## config.mk

```make
export PLATFORM = sky130hd
export DESIGN_NAME = wdog_lowline
export DESIGN_NICKNAME = d
export VERILOG_FILES = /design/src/rtl/wdl_pkg.sv /design/src/rtl/wdl_sync.sv /design/src/rtl/wdl_edge.sv /design/src/rtl/wdl_timer.sv /design/src/rtl/wdog_lowline.sv
export SDC_FILE = /design/constraint.sdc
export NUM_CORES = 1
export LEC_CHECK = 0
export BUFFER_PORTS_ARGS = -buffer_cell sky130_fd_sc_hd__clkbuf_2
export CORE_MARGIN = 1.5
export CORE_UTILIZATION = 50
export CTS_CLUSTER_DIAMETER = 50
export DETAILED_ROUTE_END_ITERATION = 10
export PLACE_DENSITY = 0.67
export SYNTH_ARGS = -nofsm -noshare
export SYNTH_HDL_FRONTEND = slang
export SYNTH_HIERARCHICAL = 1
export SYNTH_SLANG_ARGS = --single-unit
```

## constraint.sdc

```tcl
create_clock -name clk -period 2.19 [get_ports clk]
set_input_delay 0.3285 -clock clk [delete_from_list [all_inputs] [get_ports clk]]
set_output_delay 0.3285 -clock clk [all_outputs]
set_load 0.005 [all_outputs]
```

## src/rtl/wdl_pkg.sv

```systemverilog
package wdl_pkg;

   // clock cycles in a period given in tenths of a second
   function automatic int unsigned wdl_cycles(input int unsigned clk_hz,
                                              input int unsigned tenths);
      longint unsigned prod;
      prod = longint'(clk_hz) * longint'(tenths) / 10;
      return int'(prod);
   endfunction

endpackage

```

## src/rtl/wdl_sync.sv

```systemverilog
module wdl_sync #(
   parameter int unsigned STAGES  = 2,
   parameter logic        RST_VAL = 1'b0
) (
   input  logic clk,
   input  logic rst_n,
   input  logic d,
   output logic q
);
   logic [STAGES-1:0] sr;

   if (STAGES < 2) begin : g_bad
      $error("wdl_sync: STAGES must be at least 2");
   end

   for (genvar i = 0; i < STAGES; i++) begin : g_stage
      if (i == 0) begin : g_first
         always_ff @(posedge clk or negedge rst_n)
            if (!rst_n) sr[0] <= RST_VAL;
            else        sr[0] <= d;
      end else begin : g_next
         always_ff @(posedge clk or negedge rst_n)
            if (!rst_n) sr[i] <= RST_VAL;
            else        sr[i] <= sr[i-1];
      end
   end

   assign q = sr[STAGES-1];
endmodule

```

## src/rtl/wdl_edge.sv

```systemverilog
module wdl_edge (
   input  logic clk,
   input  logic rst_n,
   input  logic lvl,
   input  logic flt,
   output logic act
);
   logic lvl_d;

   always_ff @(posedge clk or negedge rst_n)
      if (!rst_n) lvl_d <= 1'b0;
      else        lvl_d <= lvl;

   // any change counts; a change seen together with float is dropped
   assign act = (lvl ^ lvl_d) & ~flt;

   assert_act_on_change_R7: assert property (@(posedge clk) disable iff (!rst_n)
      act |-> (lvl != $past(lvl)));
endmodule

```

## src/rtl/wdl_timer.sv

```systemverilog
module wdl_timer #(
   parameter int unsigned LIMIT = 16
) (
   input  logic clk,
   input  logic rst_n,
   input  logic hold,
   input  logic clear,
   output logic expired
);
   localparam int unsigned   CW  = $clog2(LIMIT + 1);
   localparam logic [CW-1:0] LIM = CW'(LIMIT);

   logic [CW-1:0] cnt;

   if (LIMIT < 2) begin : g_bad
      $error("wdl_timer: LIMIT must be at least 2");
   end

   always_ff @(posedge clk or negedge rst_n)
      if (!rst_n)              cnt <= '0;
      else if (hold || clear)  cnt <= '0;
      else if (cnt != LIM)     cnt <= cnt + 1'b1;

   assign expired = (cnt == LIM);

   assert_hold_clears_R2: assert property (@(posedge clk) disable iff (!rst_n)
      hold |=> !expired);

   assert_clear_resets_R7: assert property (@(posedge clk) disable iff (!rst_n)
      clear |=> (cnt == '0));

   assert_count_step_R1: assert property (@(posedge clk) disable iff (!rst_n)
      (!hold && !clear && !expired) |=> (cnt == $past(cnt) + 1'b1));

   assert_expiry_sticky_R8: assert property (@(posedge clk) disable iff (!rst_n)
      (expired && !hold && !clear) |=> expired);
endmodule

```

## src/rtl/wdog_lowline.sv

```systemverilog
module wdog_lowline #(
   parameter int unsigned CLK_HZ      = 1_000_000,
   parameter int unsigned TIMEOUT_CYC = wdl_pkg::wdl_cycles(CLK_HZ, 16),
   parameter int unsigned SYNC_STAGES = 2
) (
   input  logic clk,
   input  logic rst_n,
   input  logic sys_rst,
   input  logic supply_low,
   input  logic kick_in,
   input  logic kick_float,
   output logic wdo_n
);
   logic kick_s;
   logic flt_s;
   logic act;
   logic expired;

   wdl_sync #(.STAGES(SYNC_STAGES), .RST_VAL(1'b0)) u_sync_kick (
      .clk(clk), .rst_n(rst_n), .d(kick_in), .q(kick_s));

   wdl_sync #(.STAGES(SYNC_STAGES), .RST_VAL(1'b1)) u_sync_flt (
      .clk(clk), .rst_n(rst_n), .d(kick_float), .q(flt_s));

   wdl_edge u_edge (
      .clk(clk), .rst_n(rst_n), .lvl(kick_s), .flt(flt_s), .act(act));

   wdl_timer #(.LIMIT(TIMEOUT_CYC)) u_timer (
      .clk(clk), .rst_n(rst_n), .hold(sys_rst | flt_s), .clear(act),
      .expired(expired));

   assign wdo_n = ~(expired | supply_low);

   assert_float_lowline_R6: assert property (@(posedge clk) disable iff (!rst_n)
      (flt_s && $past(flt_s) && !supply_low) |-> wdo_n);

   assert_sysrst_high_R2: assert property (@(posedge clk) disable iff (!rst_n)
      ($past(sys_rst) && !supply_low) |-> wdo_n);
endmodule

```

==> out/summary.txt <==
CP startpoint kind - flop
initial antenna violation count - 0
Syn Nets - 139
compound-gate portion of the synthesized area - 0.0860
Post-Synth Simple-Gate Area - 0.291
vias per inst - 5.65
crit-path cells - nand4bb_1 > or4_4 > nor2_1 > nor2_1 > clkbuf_2
initial DRC count - 20
max-cap violations - 0
Initial DRT Pass Iterations - 4
num ports - 7
Clock Skew - 0.00176 ns
Root Buffer Master - clkbuf_4
Setup TNS - 0 ns
main combinational cell family by area after synthesis - simple AND/OR/NAND/NOR gates
die height - 54.2 um
slowest stage cell on the critical path - or4_4
fin area - 0.00147 mm^2
Final Hold Vio Count - 0
Peak VDD IR - 0.371 mV
Worst Tran Pin Value - 0.631 ns
family with the most delay on the worst path - simple AND/OR/NAND/NOR gates
die width - 54.2 um
Clk pin slew, worst setup/hold paths - 0.13 ns
register area - 654 um^2
post-synth cell types - 35
PortBufs - 6
CP bufs+invs - 1
Clock Path Buffers - 2
Filler cells - 227
Critical Path RT - 1.86 ns
area share of the largest cell type after synthesis - 0.459
post-synthesis adder-cell area fraction - 0.0191
# rows - 18
status - completed
first-pass GRT wire length - 4050 um
area grow syn2layout - 12.2%
synthesis-stage register bit count - 26
fin util - 0.593
die area - 0.00293 mm^2
Power Total - 0.000733 W
grt ovf - 0
routed len/inst - 14.3 um
DRC violations left - 0
CTS buffer count - 3
met1 wire length - 1200 um
top cells by area, synth - dfrtp_1 (46%), nor2_1 (4.3%), dfstp_2 (4.0%)
Crit Path Category - reg2out
synthesized cell area - 0.00131 mm^2
# setup viols final - 0
Seq/Total Area, Yosys - 0.499
Min Hold Slack - 0.00349 ns
DP Area - 0.00137 mm^2
GPL Wtd Cong - 0.781
Power Density - 499 mW/mm^2
All-Layer GR Usage - 0.196
Synth Instances - 131
Synth Area in XOR/XNOR - 0.0669
antenna cells - 0
antenna viol nets, final - 0
met3 wire length - 47 um
via count - 989
sequential power share - 0.672
crit share post-route - 0.952
leak pwr - 0.589 nW
clock sink total - 26
DR top layer - met4
Initial Utilization - 0.528
class of the worst hold path - in2async
vias in the first global route - 895
CP endpoint kind - output port
minimum clock period - 2.08 ns
worst-path maximum fanout - 6
CTS tree - yes
mux cell area share after synthesis - 0.0153
P_int - 0.000572 W
synthesized area per cell - 9.99 um^2
fin. max-slew vios - 0
core area - 0.00248 mm^2
Critical Path AT - 1.76 ns
CP dominant cell by count - nor2_1
combinational share of power - 0.049
layout cells sized above 1 - 0.200
H-tree Lvls - 1
Post-DP HPWL - 1710 um
Switching Share - 0.220
max_slew headroom - 0.580
Clk pwr share - 0.279
fin nets - 154
Worst path max stage delay - 0.55 ns
final wirelength - 2500 um
largest net degree at the start of global routing - 27
P_sw - 0.000161 W
Fmax achieved - 480 MHz
Multi-input gate area - 649 um^2
Worst-Skew Late Latency - 0.31 ns
yosys synthesis warning count - 6
Synth area leader - dfrtp_1
routed wl met2 - 1230 um
==> final cells by class <==
cell class	count	area share
clock buffer	4	0.0179
sequential	26	0.445
inverter	5	0.0128
multi-input combinational	97	0.442
timing repair buffer	13	0.0562
tap	30	0.0256
==> power by group through the flow <==
| stage | logic [W] | clock network [W] | registers, W |
|---|---|---|---|
| floorplan | 0.0000174 | 0 | 0.000500 |
| global placement | 0.0000342 | 0 | 0.000501 |
| detailed placement | 0.0000349 | 0 | 0.000501 |
| CTS | 0.0000350 | 0.000221 | 0.000492 |
| global route | 0.0000419 | 0.000238 | 0.000494 |
| finish | 0.0000358 | 0.000204 | 0.000493 |
==> flip-flops by register name, indices dropped and copies added (netlist names) <==
| signal | cells |
|---|---|
| u_sync_flt/q | 1 |
| u_sync_kick/sr | 1 |
| u_edge/lvl_d | 1 |
| u_sync_flt/sr | 1 |
| u_timer/cnt | 21 |
| u_sync_kick/q | 1 |
==> logic make-up after synthesis <==
group,count (synthesis)
compound gates,19
xor+xnor,10
fa+ha+maj,2
buf+inv,8
flops,26
mux,2
simple gates,64
==> placed cells by master, fill, tap and decap left out, types with 2 or more instances in the layout <==
cell / Yosys / routed
a21oi_1: 8 / 8
and3_1: 3 / 3
and4_1: 2 / 2
buf_4: 0 / 7
clkbuf_2: 0 / 6
clkbuf_4: 0 / 3
dfrtp_1: 24 / 23
dfstp_2: 2 / 2
ha_1: 2 / 2
inv_1: 5 / 5
mux2i_1: 2 / 2
nand2_1: 9 / 9
nand3_1: 5 / 4
nand4_1: 5 / 5
nor2_1: 15 / 15
nor3_1: 4 / 4
o211ai_1: 2 / 2
o21ai_0: 5 / 5
or3_1: 7 / 7
or4_4: 2 / 3
xnor2_1: 4 / 4
xor2_1: 6 / 6
==> synth_stat cells (all sizes together) <==
cell and instances:
nor2 15, o211ai 2, mux2i 2, and3 3, nor4 1, or2 2
nor4bb 1, o21a 1, ha 2, nor4b 1, inv 5, o41ai 1
nor3 4, xor2 6, or3 7, nand3 6, and4 3, dfrtp 24
a21oi 8, dfstp 2, a31o 1, xnor2 4, o31ai 1, or2b 1
clkbuf 3, o21ai 5, nand4bb 1, or4 4, nand2 9, nand4 6
==> per-layer routing <==
layer / up-vias / track usage
met5: - / 0
met4: 0 / 0.0750
met3: 2 / 0.0250
met2: 7 / 0.303
met1: 480 / 0.277
li1: 500 / -
==> per-stage QoR <==
| stage | setup WS, ns | std cells |
|---|---|---|
| 2_1_floorplan | 0.405 | 131 |
| 3_3_place_gp | 0.354 | 164 |
| 3_5_place_dp | 0.271 | 164 |
| 4_1_cts | 0.0161 | 168 |
| 5_1_grt | -0.00610 | 175 |
| 6_report | 0.105 | 175 |
==> timing repair <==
| action | CTS | global route |
|---|---|---|
| endpoints found under the hold margin | 0 | 0 |
| hold buffers | 0 | 0 |
| pin swaps | 0 | 1 |
| gates resized for setup | 1 | 4 |
| endpoints found under the setup margin | 1 | 1 |
| setup buffers | 0 | 7 |
==> final timing paths <==
check                                                  from                          end  slack, ns  depth (start not counted)
worst max-delay path            u_timer/cnt[12]$_DFFE_PN0P_                        wdo_n       0.11                          5
worst min-delay path                                  rst_n  u_timer/cnt[14]$_DFFE_PN0P_      0.003                          1
worst max register to register   u_timer/cnt[0]$_DFFE_PN0P_  u_timer/cnt[16]$_DFFE_PN0P_       0.27                          5
worst min register to register   u_sync_flt/sr[0]$_DFF_PN1_       u_sync_flt/q$_DFF_PN1_       0.37                          0
max in group asynchronous                             rst_n   u_timer/cnt[0]$_DFFE_PN0P_       1.74                          1
min in group clk                                 kick_float   u_sync_flt/sr[0]$_DFF_PN1_       0.08                          1
Note: power is estimated with default switching activity, not from simulation.
